File: config.mk
export PLATFORM = sky130hd
export DESIGN_NAME = unlock_cmd_decoder
export DESIGN_NICKNAME = d
export VERILOG_FILES = /design/src/rtl/ucd_pkg.sv /design/src/rtl/ucd_rst_sync.sv /design/src/rtl/ucd_seq_match.sv /design/src/rtl/ucd_guard.sv /design/src/rtl/ucd_id_port.sv /design/src/rtl/unlock_cmd_decoder.sv
export SDC_FILE = /design/constraint.sdc
export NUM_CORES = 1
export LEC_CHECK = 0
export ABC_AREA = 1
export ABC_CLOCK_PERIOD_IN_PS = 1600
export BUFFER_PORTS_ARGS = -buffer_cell sky130_fd_sc_hd__buf_2
export CORE_UTILIZATION = 45
export CTS_CLUSTER_DIAMETER = 200
export DETAILED_ROUTE_END_ITERATION = 12
export PLACE_DENSITY = 0.73
export SYNTH_ARGS = -nofsm -noshare
export SYNTH_HDL_FRONTEND = slang
export SYNTH_HIERARCHICAL = 1
export SYNTH_SLANG_ARGS = --single-unit
File: constraint.sdc
create_clock -name clk -period 1.6 [get_ports clk]
set_clock_uncertainty 0.2 [all_clocks]
set_input_delay 0.24 -clock clk [delete_from_list [all_inputs] [get_ports clk]]
set_output_delay 0.24 -clock clk [all_outputs]
set_load 0.01 [all_outputs]
File: src/rtl/ucd_pkg.sv
package ucd_pkg;

  localparam int unsigned DATA_W = 8;
  localparam int unsigned CMP_W  = 15;

  localparam logic [CMP_W-1:0]  ADDR_LO = 15'h5555;
  localparam logic [CMP_W-1:0]  ADDR_HI = 15'h2AAA;
  localparam logic [DATA_W-1:0] KEY_A   = 8'hAA;
  localparam logic [DATA_W-1:0] KEY_B   = 8'h55;
  localparam logic [DATA_W-1:0] OP_WRITE = 8'hA0;
  localparam logic [DATA_W-1:0] OP_IDON  = 8'h90;
  localparam logic [DATA_W-1:0] OP_IDOFF = 8'hF0;
  localparam logic [DATA_W-1:0] OP_LONG  = 8'h80;
  localparam logic [DATA_W-1:0] OP_ERASE = 8'h10;
  localparam logic [DATA_W-1:0] OP_UNPROT = 8'h20;
  localparam logic [DATA_W-1:0] OP_IDALT = 8'h60;

  typedef enum logic [2:0] {
    CMD_NONE,
    CMD_DATA,
    CMD_UNLOCK_WR,
    CMD_ID_ON,
    CMD_ID_OFF,
    CMD_ERASE,
    CMD_PROT_OFF
  } ucd_cmd_e;

  typedef enum logic [2:0] {
    ST_IDLE,
    ST_K1,
    ST_K2,
    ST_X3,
    ST_X4,
    ST_X5
  } ucd_step_e;

endpackage

File: src/rtl/ucd_rst_sync.sv
module ucd_rst_sync (
  input  logic clk,
  input  logic rst_n,
  output logic rst_n_sync
);
  logic [1:0] sync_q;

  always_ff @(posedge clk or negedge rst_n) begin
    if (!rst_n) sync_q <= 2'b00;
    else        sync_q <= {sync_q[0], 1'b1};
  end

  assign rst_n_sync = sync_q[1];
endmodule

File: src/rtl/ucd_seq_match.sv
module ucd_seq_match
  import ucd_pkg::*;
(
  input  logic              clk,
  input  logic              rst_n,
  input  logic              wr_en,
  input  logic [CMP_W-1:0]  wr_addr,
  input  logic [DATA_W-1:0] wr_data,
  output ucd_cmd_e          cmd
);
  ucd_step_e st_q, st_d;
  logic      at_lo, at_hi, is_first;

  always_comb begin
    at_lo    = (wr_addr == ADDR_LO);
    at_hi    = (wr_addr == ADDR_HI);
    is_first = at_lo && (wr_data == KEY_A);
    st_d     = st_q;
    cmd      = CMD_NONE;
    if (wr_en) begin
      // default: leave the sequence, judge this cycle afresh
      st_d = is_first ? ST_K1 : ST_IDLE;
      cmd  = is_first ? CMD_NONE : CMD_DATA;
      case (st_q)
        ST_K1, ST_X4: begin
          if (at_hi && wr_data == KEY_B) begin
            st_d = (st_q == ST_K1) ? ST_K2 : ST_X5;
            cmd  = CMD_NONE;
          end
        end
        ST_K2: begin
          if (at_lo) begin
            case (wr_data)
              OP_WRITE: begin st_d = ST_IDLE; cmd = CMD_UNLOCK_WR; end
              OP_IDON:  begin st_d = ST_IDLE; cmd = CMD_ID_ON;     end
              OP_IDOFF: begin st_d = ST_IDLE; cmd = CMD_ID_OFF;    end
              OP_LONG:  begin st_d = ST_X3;   cmd = CMD_NONE;      end
              default:  ;
            endcase
          end
        end
        ST_X3: begin
          if (is_first) st_d = ST_X4;
        end
        ST_X5: begin
          if (at_lo) begin
            case (wr_data)
              OP_ERASE:  begin st_d = ST_IDLE; cmd = CMD_ERASE;    end
              OP_UNPROT: begin st_d = ST_IDLE; cmd = CMD_PROT_OFF; end
              OP_IDALT:  begin st_d = ST_IDLE; cmd = CMD_ID_ON;    end
              default:   ;
            endcase
          end
        end
        default: ;
      endcase
    end
  end

  always_ff @(posedge clk or negedge rst_n) begin
    if (!rst_n) st_q <= ST_IDLE;
    else if (wr_en) st_q <= st_d;
  end

  // the third step is only reachable from the second step
  a_r2_step_order: assert property (@(posedge clk) disable iff (!rst_n)
    (st_q == ST_K2) |-> ($past(st_q) == ST_K1 || $past(st_q) == ST_K2));

  // with writes gated off the matcher holds its step
  a_r9_hold_without_write: assert property (@(posedge clk) disable iff (!rst_n)
    !wr_en |=> $stable(st_q));

endmodule

File: src/rtl/ucd_guard.sv
module ucd_guard
  import ucd_pkg::*;
#(
  parameter int unsigned LOAD_WIN    = 16,
  parameter int unsigned LOCK_CYCLES = 24
) (
  input  logic     clk,
  input  logic     rst_n,
  input  ucd_cmd_e cmd,
  output logic     prot_on,
  output logic     id_mode,
  output logic     locked,
  output logic     load_open,
  output logic     load_byte,
  output logic     erase_start,
  output logic     write_blocked
);
  localparam int unsigned WIN_W = $clog2(LOAD_WIN + 1);
  localparam int unsigned LK_W  = $clog2(LOCK_CYCLES + 1);
  localparam logic [WIN_W-1:0] WIN_FULL  = WIN_W'(LOAD_WIN);
  localparam logic [LK_W-1:0]  LOCK_FULL = LK_W'(LOCK_CYCLES);

  logic [WIN_W-1:0] win_q, win_d;
  logic [LK_W-1:0]  lock_q, lock_d;
  logic prot_q, prot_d, id_q, id_d;
  logic open_q, open_d, byte_q, byte_d, erase_q, erase_d, blk_q, blk_d;
  logic win_live;

  always_comb begin
    win_live = (win_q != '0);
    prot_d   = prot_q;
    id_d     = id_q;
    open_d   = 1'b0;
    byte_d   = 1'b0;
    erase_d  = 1'b0;
    blk_d    = 1'b0;
    win_d    = win_live ? win_q - 1'b1 : '0;
    lock_d   = (lock_q != '0) ? lock_q - 1'b1 : '0;
    case (cmd)
      CMD_DATA: begin
        if (win_live) begin
          byte_d = 1'b1;
          win_d  = WIN_FULL;
        end else if (!prot_q) begin
          open_d = 1'b1;
          byte_d = 1'b1;
          win_d  = WIN_FULL;
        end else begin
          blk_d  = 1'b1;
          lock_d = LOCK_FULL;
        end
      end
      CMD_UNLOCK_WR: begin
        prot_d = 1'b1;
        open_d = 1'b1;
        win_d  = WIN_FULL;
      end
      CMD_ID_ON:    id_d    = 1'b1;
      CMD_ID_OFF:   id_d    = 1'b0;
      CMD_ERASE:    erase_d = 1'b1;
      CMD_PROT_OFF: prot_d  = 1'b0;
      default: ;
    endcase
  end

  always_ff @(posedge clk or negedge rst_n) begin
    if (!rst_n) begin
      win_q   <= '0;
      lock_q  <= '0;
      prot_q  <= 1'b0;
      id_q    <= 1'b0;
      open_q  <= 1'b0;
      byte_q  <= 1'b0;
      erase_q <= 1'b0;
      blk_q   <= 1'b0;
    end else begin
      win_q   <= win_d;
      lock_q  <= lock_d;
      prot_q  <= prot_d;
      id_q    <= id_d;
      open_q  <= open_d;
      byte_q  <= byte_d;
      erase_q <= erase_d;
      blk_q   <= blk_d;
    end
  end

  assign prot_on       = prot_q;
  assign id_mode       = id_q;
  assign locked        = (lock_q != '0);
  assign load_open     = open_q;
  assign load_byte     = byte_q;
  assign erase_start   = erase_q;
  assign write_blocked = blk_q;

  // a refusal only happens with protection set, and starts the lockout
  a_r8_blocked_when_protected: assert property (@(posedge clk) disable iff (!rst_n)
    write_blocked |-> (prot_on && locked));

  // no event comes out of a cycle spent locked
  a_r9_quiet_while_locked: assert property (@(posedge clk) disable iff (!rst_n)
    (locked && cmd == CMD_NONE) |=> !(load_open || load_byte || erase_start || write_blocked));

  // at most one kind of event per cycle
  a_r3_single_event: assert property (@(posedge clk) disable iff (!rst_n)
    $onehot0({load_open, erase_start, write_blocked}));

  // opening a page load from a plain write also takes its byte
  a_r7_open_with_byte: assert property (@(posedge clk) disable iff (!rst_n)
    (cmd == CMD_DATA && !prot_on && !win_live) |=> (load_open && load_byte));

endmodule

File: src/rtl/ucd_id_port.sv
module ucd_id_port
  import ucd_pkg::*;
#(
  parameter logic [DATA_W-1:0] MAKER_ID  = 8'hBF,
  parameter logic [DATA_W-1:0] DEVICE_ID = 8'h5D
) (
  input  logic              id_mode,
  input  logic [CMP_W-1:0]  rd_addr,
  output logic              id_hit,
  output logic [DATA_W-1:0] id_data
);
  always_comb begin
    id_hit  = id_mode && (rd_addr[CMP_W-1:1] == '0);
    id_data = '0;
    if (id_hit) id_data = rd_addr[0] ? DEVICE_ID : MAKER_ID;
  end
endmodule

File: src/rtl/unlock_cmd_decoder.sv
module unlock_cmd_decoder
  import ucd_pkg::*;
#(
  parameter int unsigned AW          = 16,
  parameter int unsigned LOAD_WIN    = 16,
  parameter int unsigned LOCK_CYCLES = 24,
  parameter logic [7:0]  MAKER_ID    = 8'hBF,
  parameter logic [7:0]  DEVICE_ID   = 8'h5D
) (
  input  logic          clk,
  input  logic          rst_n,
  input  logic          wr_valid,
  input  logic [AW-1:0] wr_addr,
  input  logic [7:0]    wr_data,
  input  logic [AW-1:0] rd_addr,
  output logic          load_open,
  output logic          load_byte,
  output logic          erase_start,
  output logic          prot_on,
  output logic          id_mode,
  output logic          write_blocked,
  output logic          locked,
  output logic          id_hit,
  output logic [7:0]    id_data
);
  logic     rst_n_i;
  logic     wr_en;
  ucd_cmd_e cmd;
  logic     unused_high;

  // bits above the compared field take no part
  assign unused_high = ^{wr_addr[AW-1:CMP_W], rd_addr[AW-1:CMP_W]};

  ucd_rst_sync u_rst (
    .clk        (clk),
    .rst_n      (rst_n),
    .rst_n_sync (rst_n_i)
  );

  // writes are dropped for the whole lockout
  assign wr_en = wr_valid && !locked;

  ucd_seq_match u_match (
    .clk     (clk),
    .rst_n   (rst_n_i),
    .wr_en   (wr_en),
    .wr_addr (wr_addr[CMP_W-1:0]),
    .wr_data (wr_data),
    .cmd     (cmd)
  );

  ucd_guard #(
    .LOAD_WIN    (LOAD_WIN),
    .LOCK_CYCLES (LOCK_CYCLES)
  ) u_guard (
    .clk           (clk),
    .rst_n         (rst_n_i),
    .cmd           (cmd),
    .prot_on       (prot_on),
    .id_mode       (id_mode),
    .locked        (locked),
    .load_open     (load_open),
    .load_byte     (load_byte),
    .erase_start   (erase_start),
    .write_blocked (write_blocked)
  );

  ucd_id_port #(
    .MAKER_ID  (MAKER_ID),
    .DEVICE_ID (DEVICE_ID)
  ) u_id (
    .id_mode (id_mode),
    .rd_addr (rd_addr[CMP_W-1:0]),
    .id_hit  (id_hit),
    .id_data (id_data)
  );

  // an identification byte is only ever one of the two codes
  a_r6_id_value: assert property (@(posedge clk) disable iff (!rst_n_i)
    id_hit |-> (id_mode && (id_data == MAKER_ID || id_data == DEVICE_ID)));

  // identification mode changes only in response to a write
  a_r5_id_needs_write: assert property (@(posedge clk) disable iff (!rst_n_i)
    !wr_en |=> $stable(id_mode));

endmodule

== After elaboration in Yosys (flattened, before gate mapping) ==
Cells that the tools add are included.
Storage, ports and cells
  register bits: 21
  bits of input ports: 43
  output and inout port bits: 16
  word-level logic and storage cells: 85
Operators by class
  $add $sub $neg: 2
  eq/ne operators: 22
  multiplexer cells: 38
  reduce and logical (&&, ||, !) cells: 13
Operators with widths (number)
  $eq 8x8->1 const B: 5
  $mux 5: 7
  $mux 3: 10
  $pmux 3 s4: 2
  $pmux 3 s3: 2
  $eq 8x7->1 const B: 2
  $mux 8: 2
  $eq 15x14->1 const B: 1
  $eq 15x15->1 const B: 1
  $eq 3x3->1 const B: 5
  $logic_not 14->1: 1
  $eq 3x2->1 const B: 4
  $mux 1: 10
  $pmux 5 s2: 1
  $reduce_bool 5->1: 2
  $sub 5x1->5 const B: 2
  $eq 8x5->1 const B: 1
  $eq 8x6->1 const B: 1
  $eq 3x1->1 const B: 2
  $pmux 1 s2: 3
  $pmux 3 s2: 1
  $reduce_or 3->1: 2
  $logic_and 1x1->1: 4
  $reduce_bool 2->1: 2
  2 further kinds: 2

== Longest topological paths before layout ==
Gate-level depths: netlist of the first run.
  depth after elaboration: 9
  depth in mapped cells: 15

== By module ==
Netlist of the first run, hierarchy kept.
Modules (own cells, without submodules)
  ucd_guard: times used 1, cells an instance 84, area each 775.7 um2, sequential area each 400.4 um2
  ucd_seq_match: times used 1, cells an instance 152, area each 745.7 um2, sequential area each 75.1 um2
  ucd_id_port: times used 1, cells an instance 25, area each 117.6 um2, sequential area each 0.0 um2
  ucd_rst_sync: times used 1, cells an instance 3, area each 53.8 um2, sequential area each 50.0 um2
  unlock_cmd_decoder: times used 1, cells an instance 2, area each 10.0 um2, sequential area each 0.0 um2

== Least setup slack after synthesis of the first run ==
No wires, ideal clock.
  path kind: register to register
  start point: reg u_guard.lock_q[0]
  end point: reg u_guard.win_q[4]
  setup time: 127 ps
  arrival: 1812 ps
  setup slack: -539 ps
  stages on the path, launching flop included: 12
  clock period less this slack: 2139 ps
  cell sequence: dfrtp_1 > inv_1 > ha_1 > nand3b_2 > nor2_2 > nand3_1 > a21oi_1 > inv_2 > nand3_4 > inv_2 > nand2_1 > nand3_1
On the way
  word-level cells in the longest chain between the ends: 6
  elaborated cells between the ends (all ways): 7
  those cells by class: eq/ne (2); mux (2); reduce/logical (3)
Ends and longest elaborated chain
  start, declared: line ucd_guard.sv:24  | logic [LK_W-1:0] lock_q, lock_d;
  start signal, assigned: line ucd_guard.sv:78  | lock_q <= lock_d;
  $reduce_bool 5->1 *: line ucd_guard.sv:90  | assign locked = (lock_q != '0);
  via locked: line unlock_cmd_decoder.sv:22  | output logic locked,
  $logic_not 1->1 *: line unlock_cmd_decoder.sv:41  | assign wr_en = wr_valid && !locked;
  $logic_and 1x1->1 *: line unlock_cmd_decoder.sv:41
  via wr_en: line unlock_cmd_decoder.sv:27  | logic wr_en;
  $mux 3 *: line ucd_seq_match.sv:20  | if (wr_en) begin
  via cmd[1]: line unlock_cmd_decoder.sv:28  | ucd_cmd_e cmd;
  $eq 3x2->1 or $eq 3x1->1 (tied branches): line ucd_guard.sv:39  | case (cmd)
  $pmux 5 s2 *: line ucd_guard.sv:39
  via u_guard.win_d[4]: line ucd_guard.sv:23  | logic [WIN_W-1:0] win_q, win_d;
  end signal, assigned: line ucd_guard.sv:77  | win_q <= win_d;
  end, declared: line ucd_guard.sv:23
Mark *: on every way through the listed nets, which the timed path passes. The rest lies on a longest branch.
A chain may end at the register's enable or synchronous reset.

== Final worst setup path of the first run ==
  start point: reg u_match.st_q[0]
  end point: reg u_guard.win_q[2]
On the way
  word-level cells in the longest chain between the ends: 6
  elaborated cells between the ends (all ways): 10
  those cells by class: eq/ne (6); mux (3); reduce/logical (1)
Ends and longest elaborated chain
  start, declared: line ucd_seq_match.sv:11  | ucd_step_e st_q, st_d;
  start signal, assigned: line ucd_seq_match.sv:62  | else if (wr_en) st_q <= st_d;
  $eq 3x3->1 or $eq 3x1->1 (tied branches): line ucd_seq_match.sv:24  | case (st_q)
  $reduce_or 2->1: line ucd_seq_match.sv:24
  $pmux 3 s3 *: line ucd_seq_match.sv:24
  $mux 3 *: line ucd_seq_match.sv:20
  via cmd[0]: line unlock_cmd_decoder.sv:28
  $eq 3x2->1 or $eq 3x1->1 (tied branches): line ucd_guard.sv:39
  $pmux 5 s2 *: line ucd_guard.sv:39
  via u_guard.win_d[2]: line ucd_guard.sv:23
Marks and branches as above.

==> impl_summary.txt, run 1 <==
----------------------------------------------------
[Run status]
  Run status ... finished with violations
  Failing checks ... hold timing, setup timing

[Critical path]
  Max stage delay cell, worst path ... sky130_fd_sc_hd__dfrtp_2
  CP startpoint ... u_match/st_q[0]
  Arrival @ worst endpoint ... 1.84 ns
  Required @ worst endpoint ... 1.54 ns
  List of cells traversed by the critical path ... inv_2 -> nand3_2 -> nand2_2 -> inv_2 -> nand3_4 -> nand3_2 -> nor2_2 -> nor2_4 -> inv_2 -> nand3_4 -> nand3_4 -> nor2_1
  Buf/Inv on CP ... 3
  Largest delay share family, worst path ... simple AND/OR/NAND/NOR gates
  Setup crit end ... u_guard/win_q[2]
  Cell count along the critical path ... 12
  Path depth of the worst reg2reg path ... 12
  Critical R2R Launch ... u_match/st_q[0]
  Start-to-end type of the worst setup path ... register to register
  Critical R2R Capture ... u_guard/win_q[2]
  R2R setup slack ... -0.30 ns
  Peak per-stage delay on the critical path ... 0.45 ns
  Peak fanout along the critical path ... 4
  Setup crit end kind ... register
  Element type at the critical path start ... register

[Power and ir drop]
  Total power density per cell area ... 1180 nW/µm²
  Static leakage power ... 1.44 nW
  Worst VDD drop ... 0.867 mV
  Total Power ... 0.00311 W

[Place]
  Setup slack after placement ... -0.355 ns
  Port buffer count ... 56
  Gpl congestion ... 0.928
  HPWL after DPL ... 3070 µm

[Timing]
  Final count of negative-setup-slack endpoints ... 20
  Tmin final ... 1.90 ns
  Max Clock Freq ... 0.525 GHz
  Final worst slack ... -0.304 ns
  Period Utilization, post-route ... 1.19
  Pins over their slew limit ... 0
  Setup repair after global routing missed its margin ... yes
  WHS ... -0.00691 ns
  Count of final hold-check violations ... 19

[Synth]
  Synth cell types ... 27
  Number of instances in the synthesized netlist ... 266
  Combinational family with the most area after synthesis ... simple AND/OR/NAND/NOR gates
  Post-Synth Adder-Cell Area ... 0.0147
  Simple-gate share of the synthesized area ... 0.472
  Synth top area share ... 0.309
  Multiplexer share of the synthesized area ... 0
  Count of warnings emitted by yosys ... 6
  Leading post-synthesis cells by cell area ... sky130_fd_sc_hd__dfrtp_1 (31%), sky130_fd_sc_hd__nand2_1 (12%), sky130_fd_sc_hd__nor2_1 (11%)
  XOR/XNOR share of the synthesized area ... 0.00514
  Post-synthesis instance area ... 1700 µm²
  Cell type with the largest total area after synthesis ... sky130_fd_sc_hd__dfrtp_1
  Yosys reg bits ... 21
  Fraction of the yosys area taken by sequential cells ... 0.309
  Synthesized Nets ... 311
  Synthesized area per cell ... 6.40 µm²
  Synthesized-area fraction occupied by ao, oa, aoi and oai cells ... 0.0485

[Final layout]
  Net total in the final layout ... 411
  Number of fillers in the final layout ... 269
  Diodes inserted ... 0
  Fraction of layout instances using a drive strength above 1 ... 0.485
  Most frequent cells in the layout ... sky130_fd_sc_hd__buf_2 (55), sky130_fd_sc_hd__nand2_1 (50), sky130_fd_sc_hd__nor2_1 (41)
  Most frequent standard cell in the layout excluding fill and tap cells ... sky130_fd_sc_hd__buf_2
  Layout-stage area growth over the synthesis result ... 54.8%

[Clock tree]
  Cell at the root of the clock tree ... sky130_fd_sc_hd__clkbuf_8
  Worst-case clock buffer depth ... 2
  Number of buffers added by the clock tree synthesis step ... 3
  CTS tree ... built
  Count of H-tree levels built during CTS ... 1
  Clock net sink count ... 21
  Worst-path clk slew ... 0.07 ns
  Clock latency reported for the late side of the worst-skew pair ... 0.25 ns

[Detailed routing]
  Mean number of vias per cell ... 4.78
  Via count ... 1,963
  Number of nets with antenna violations after detailed routing ... 0
  Final Routed Wirelength ... 4320 µm
  Number of iterations in the first detailed-routing pass ... 4
  DRC violation total after the first TritonRoute iteration ... 44
  DRC violation count after routing ... 0
  Routed WL per cell ... 10.5 µm

[Global routing]
  Largest net degree at the start of global routing ... 20
  Global-route wire length before repair ... 7200 µm
  Number of global-route vias before repair ... 1,821
  Overflow after GRT ... 0
  Total global-route track usage ... 0.220
  Initial antenna violation count ... 0

[Floorplanning]
  Starting density of the core ... 0.491
  Area of the die ... 4030 µm²
  Standard cell core area ... 3470 µm²
  Number of cell rows ... 21
  Die outline height ... 63.5 µm
  Number of top-level pins ... 59
  Horizontal extent of the die ... 63.5 µm

[Hold path]
  Hold Crit Class ... register to async pin

[Run]
  Max-cap violation count ... 0

----------------------------------------------------
metal layers:
layer	wire length, µm	global-route usage	vias up
li1	-	-	1016
met1	1970	0.273	888
met2	2120	0.387	53
met3	182	0.0417	6
met4	42	0.0511	0
met5	0	0	-
stage by stage:
step / TNS [ns] / utilization / cell area (µm²) / instances
after floorplan: -2.01 / - / 1760 / 266
after global placement: -5.12 / 0.648 / 2250 / 388
after detailed placement: -5.03 / 0.648 / 2250 / 388
after CTS: -3.40 / 0.711 / 2470 / 407
after global routing: -6.23 / 0.760 / 2640 / 411
final: -4.33 / 0.760 / 2640 / 411
cells in the mapped netlist:
cell type	count
sky130_fd_sc_hd__nand3_4	2
sky130_fd_sc_hd__nand2_2	2
sky130_fd_sc_hd__a31oi_1	1
sky130_fd_sc_hd__clkinv_2	1
sky130_fd_sc_hd__nor2_1	51
sky130_fd_sc_hd__nand4_1	6
sky130_fd_sc_hd__o21ai_1	1
sky130_fd_sc_hd__o22ai_1	1
sky130_fd_sc_hd__a21oi_1	5
sky130_fd_sc_hd__nand4_2	1
sky130_fd_sc_hd__nand2_1	54
sky130_fd_sc_hd__nand2_4	1
sky130_fd_sc_hd__ha_1	2
sky130_fd_sc_hd__nor2_2	6
sky130_fd_sc_hd__buf_4	6
sky130_fd_sc_hd__nand3b_2	1
sky130_fd_sc_hd__dfrtp_1	21
sky130_fd_sc_hd__xnor2_1	1
sky130_fd_sc_hd__conb_1	1
sky130_fd_sc_hd__o21ai_0	8
sky130_fd_sc_hd__nor2_4	4
sky130_fd_sc_hd__inv_1	49
sky130_fd_sc_hd__nand3_1	25
sky130_fd_sc_hd__nand3b_1	1
sky130_fd_sc_hd__nor3_1	5
sky130_fd_sc_hd__nand3_2	5
sky130_fd_sc_hd__inv_2	5
worst register-to-register path, stage by stage, from the launching register on:
cell and delay (ns):
sky130_fd_sc_hd__dfrtp_2 0.45, sky130_fd_sc_hd__inv_2 0.10, sky130_fd_sc_hd__nand3_2 0.10, sky130_fd_sc_hd__nand2_2 0.12, sky130_fd_sc_hd__inv_2 0.06, sky130_fd_sc_hd__nand3_4 0.08, sky130_fd_sc_hd__nand3_2 0.09, sky130_fd_sc_hd__nor2_2 0.18
sky130_fd_sc_hd__nor2_4 0.07, sky130_fd_sc_hd__inv_2 0.09, sky130_fd_sc_hd__nand3_4 0.11, sky130_fd_sc_hd__nand3_4 0.10, sky130_fd_sc_hd__nor2_1 0.05
report_power, final:
group | internal (W) | leakage, nW | switching (W)
sequential | 0.000710 | 0.265 | 0.000152
clock | 0.000177 | 0.0228 | 0.000148
combinational | 0.000932 | 1.15 | 0.000991
worst min-delay path by stage:
stage,endpoint,slack (ns),depth (start not counted)
final,u_match/st_q[1],-0.007,1
after global routing,u_match/st_q[1],0.02,1
after CTS,u_guard/win_q[3],0.004,1
after detailed placement,u_rst/sync_q[1],-0.17,1
after global placement,u_rst/sync_q[0],-0.17,1
after floorplan,u_rst/sync_q[0],-0.26,0
cells by family after synthesis:
logic type / Yosys count
flip-flops: 21
other: 1
adder cells (fa/ha/maj): 2
AND/OR/NAND/NOR: 164
AO/OA/AOI/OAI: 16
buffers and inverters: 61
XOR/XNOR: 1
flip-flops by register name (all words and copies together), names as in the netlist:
signal and flops:
u_guard/write_blocked 1, u_guard/load_open 1, u_guard/prot_on 1, u_rst/sync_q 2, u_match/st_q 3, u_guard/load_byte 1
u_guard/erase_start 1, u_guard/win_q 5, u_guard/lock_q 5, u_guard/id_mode 1
cell type report:
type	instances	area, µm²	area share
clock buffers	4	45.0	0.0171
inverters	55	215	0.0816
multi-input cells	184	1130	0.428
flip-flops and latches	21	528	0.200
well taps	46	57.6	0.0218
repair buffers	101	662	0.251
timing repair:
action                                  CTS  global route
endpoints found under the setup margin   27            29
pin swaps                                12            19
setup buffers                            16             6
hold buffers                              1             0
endpoints found under the hold margin     2             0
gates resized for setup                  19            40
Note: power is estimated with default switching activity, not from simulation.
==> run 2, diff against run 1 <==
--- a/config.mk
+++ b/config.mk
@@ -8,10 +8,10 @@
 export ABC_AREA = 1
 export ABC_CLOCK_PERIOD_IN_PS = 1600
 export BUFFER_PORTS_ARGS = -buffer_cell sky130_fd_sc_hd__buf_2
-export CORE_UTILIZATION = 45
+export CORE_UTILIZATION = 40
 export CTS_CLUSTER_DIAMETER = 200
 export DETAILED_ROUTE_END_ITERATION = 12
-export PLACE_DENSITY = 0.73
+export PLACE_DENSITY = 0.66
 export SYNTH_ARGS = -nofsm -noshare
 export SYNTH_HDL_FRONTEND = slang
 export SYNTH_HIERARCHICAL = 1
==> run 2 against run 1 <==
Compared with the run above: the flow still finishes with violations (hold timing, setup timing); clock-buffer cell count is 1 lower; total power is 6.5% lower; worst setup slack better by 0.022 ns; via count is 3.5% lower; sequential power is 0.7% lower; wire length is 6.3% lower; global-route usage is 3.6 points lower; sequential share of layout area is 0.45 points higher; cell count is 0.24% lower; critical path depth is 1 lower.
==> impl_summary.txt, run 2 (same netlist as run 1, synthesis figures left out) <==
----------------------------------------------------
[Global routing]
  Overflow after GRT ... 0 (unchanged)
  Number of global-route vias before repair ... 1,680 (was 1,821)
  Global-route wire length before repair ... 6470 µm (was 7200 µm)
  Initial antenna violation count ... 0 (unchanged)
  Largest net degree at the start of global routing ... 20 (unchanged)
  Total global-route track usage ... 0.184 (was 0.220)

[Detailed routing]
  Number of nets with antenna violations after detailed routing ... 0 (unchanged)
  Met2 routed WL ... 2000 µm (was 2120 µm)
  Routed WL per cell ... 9.86 µm (was 10.5 µm)
  Routed met3 length ... 192 µm (was 182 µm)
  Mean number of vias per cell ... 4.62 (was 4.78)
  Number of iterations in the first detailed-routing pass ... 4 (unchanged)
  DRC violation total after the first TritonRoute iteration ... 69 (was 44)
  Total routed wire length on the met1 layer ... 1830 µm (was 1970 µm)
  Top Layer Used ... met4 (unchanged)
  DRC violation count after routing ... 0 (unchanged)
  Final Routed Wirelength ... 4040 µm (was 4320 µm)
  Via count ... 1,895 (was 1,963)

[Timing]
  Count of final hold-check violations ... 19 (unchanged)
  Final count of negative-setup-slack endpoints ... 20 (unchanged)
  Pins over their slew limit ... 0 (unchanged)
  Final worst slack ... -0.282 ns (was -0.304 ns)
  Setup repair after global routing missed its margin ... yes (unchanged)
  Sum of negative setup slack ... -4.35 ns (was -4.33 ns)
  Period Utilization, post-route ... 1.18 (was 1.19)
  Max Clock Freq ... 0.531 GHz (was 0.525 GHz)
  WHS ... -0.0147 ns (was -0.00691 ns)
  Tmin final ... 1.88 ns (was 1.90 ns)

[Hold path]
  Hold Crit Class ... register to async pin (unchanged)

[Critical path]
  Critical R2R Capture ... u_guard/win_q[4] (was u_guard/win_q[2])
  Peak per-stage delay on the critical path ... 0.39 ns (was 0.45 ns)
  Setup crit end kind ... register (unchanged)
  R2R setup slack ... -0.28 ns (was -0.30 ns)
  Required @ worst endpoint ... 1.55 ns (was 1.54 ns)
  Arrival @ worst endpoint ... 1.83 ns (was 1.84 ns)
  List of cells traversed by the critical path ... inv_2 -> ha_4 -> nand3b_4 -> nor2_4 -> nand3_4 -> a21oi_4 -> inv_2 -> nand3_4 -> inv_4 -> nand2_4 -> nand3_2 (was inv_2 -> nand3_2 -> nand2_2 -> inv_2 -> nand3_4 -> nand3_2 -> nor2_2 -> nor2_4 -> inv_2 -> nand3_4 -> nand3_4 -> nor2_1)
  CP startpoint ... u_guard/lock_q[1] (was u_match/st_q[0])
  Critical R2R Launch ... u_guard/lock_q[1] (was u_match/st_q[0])
  Element type at the critical path start ... register (unchanged)
  Peak fanout along the critical path ... 5 (was 4)
  Path depth of the worst reg2reg path ... 11 (was 12)
  Max stage delay cell, worst path ... sky130_fd_sc_hd__dfrtp_1 (was sky130_fd_sc_hd__dfrtp_2)
  Start-to-end type of the worst setup path ... register to register (unchanged)

[Clock tree]
  Number of buffers added by the clock tree synthesis step ... 3 (unchanged)
  Count of H-tree levels built during CTS ... 1 (unchanged)
  Clock latency reported for the late side of the worst-skew pair ... 0.26 ns (was 0.25 ns)
  CTS tree ... built (unchanged)
  Clock net sink count ... 21 (unchanged)
  Cell at the root of the clock tree ... sky130_fd_sc_hd__clkbuf_8 (unchanged)
  Worst-path clk slew ... 0.08 ns (was 0.07 ns)
  Worst-case clock buffer depth ... 2 (unchanged)

[Floorplanning]
  Number of cell rows ... 23 (was 21)
  Starting density of the core ... 0.420 (was 0.491)
  Standard cell core area ... 4060 µm² (was 3470 µm²)
  Area of the die ... 4520 µm² (was 4030 µm²)
  Horizontal extent of the die ... 67.2 µm (was 63.5 µm)
  Die outline height ... 67.2 µm (was 63.5 µm)
  Number of top-level pins ... 59 (unchanged)

[Final layout]
  Fraction of layout instances using a drive strength above 1 ... 0.472 (was 0.485)
  Layout-stage area growth over the synthesis result ... 51.4% (was 54.8%)
  Most frequent standard cell in the layout excluding fill and tap cells ... sky130_fd_sc_hd__buf_2 (unchanged)
  Largest registers ... u_guard/lock_q: 5 flops, u_guard/win_q: 5 flops, u_match/st_q: 3 flops (unchanged)
  Most frequent cells in the layout ... sky130_fd_sc_hd__buf_2 (56), sky130_fd_sc_hd__nand2_1 (51), sky130_fd_sc_hd__nor2_1 (43) (was sky130_fd_sc_hd__buf_2 (55), sky130_fd_sc_hd__nand2_1 (50), sky130_fd_sc_hd__nor2_1 (41))
  Diodes inserted ... 0 (unchanged)
  Net total in the final layout ... 406 (was 411)
  Number of fillers in the final layout ... 365 (was 269)

[Power and ir drop]
  Static leakage power ... 1.41 nW (was 1.44 nW)
  Total power density per cell area ... 1130 nW/µm² (was 1180 nW/µm²)
  Worst VDD drop ... 0.762 mV (was 0.867 mV)

[Place]
  Port buffer count ... 56 (unchanged)
  HPWL after DPL ... 3170 µm (was 3070 µm)
  Gpl congestion ... 0.816 (was 0.928)
  Setup slack after placement ... -0.383 ns (was -0.355 ns)

[Run status]
  Failing checks ... hold timing, setup timing (unchanged)
  Run status ... finished with violations (unchanged)

[Run]
  Max-cap violation count ... 0 (unchanged)

----------------------------------------------------
## run 2: area by class of cell
| cell class | count | area, µm² | share of cell area |
|---|---|---|---|
| multi-input cells | 184 | 1130 | 0.437 |
| repair buffers | 96 | 602 | 0.233 |
| flip-flops and latches | 21 | 528 | 0.205 |
| inverters | 55 | 213 | 0.0825 |
| well taps | 50 | 62.6 | 0.0243 |
| clock buffers | 3 | 41.3 | 0.0160 |
| clock inverters | 1 | 5.00 | 0.00194 |
## run 2: timing repair
item | in CTS | in global routing
endpoints found under the setup margin | 27 | 29
hold buffers | 1 | 0
gates resized for setup | 13 | 36
hold endpoints to repair | 2 | 0
buffers inserted | 6 | 7
pin swaps | 10 | 25
## run 2: critical path: cells and delay by family, from the launching register on
| kind | cells | cell delay, ns |
|---|---|---|
| and+or+nand+nor | 6 | 0.64 |
| AOI/OAI and AO/OA | 1 | 0.18 |
| DFF | 1 | 0.39 |
| adders and majority gates | 1 | 0.14 |
| buffers and inverters | 3 | 0.21 |
## run 2: how the worst max path moves through the flow
stage	cells past startpoint	slack, ns	to
after floorplan	11	-0.20	u_guard/win_q[4]
after detailed placement	13	-0.38	u_guard/win_q[2]
final	11	-0.28	u_guard/win_q[4]
after global placement	11	-0.34	u_guard/lock_q[2]
after global routing	11	-0.37	u_guard/win_q[4]
after CTS	10	-0.25	u_guard/win_q[0]
## run 2: where the power goes
| group | internal [W] | switching, W |
|---|---|---|
| sequential | 0.000710 | 0.000145 |
| clock | 0.000173 | 0.000162 |
| combinational | 0.000793 | 0.000923 |
## run 2: metal layers
layer  vias to the layer above  global-route usage
li1                       1009                   -
met4                         0              0.0239
met3                         2              0.0405
met5                         -                   0
met2                        48               0.333
met1                       836               0.226
## run 2: stage by stage
stage / hold slack (ns) / cells / total power [W] / cell area [µm²] / util
3_3_place_gp: -0.174 / 393 / 0.00214 / 2260 / 0.557
3_5_place_dp: -0.174 / 393 / 0.00217 / 2260 / 0.557
6_report: -0.0147 / 410 / 0.00291 / 2580 / 0.636
4_1_cts: 0.000945 / 404 / 0.00264 / 2390 / 0.590
2_1_floorplan: -0.256 / 266 / 0.00173 / 1760 / -
5_1_grt: 0.0232 / 410 / 0.00317 / 2580 / 0.636
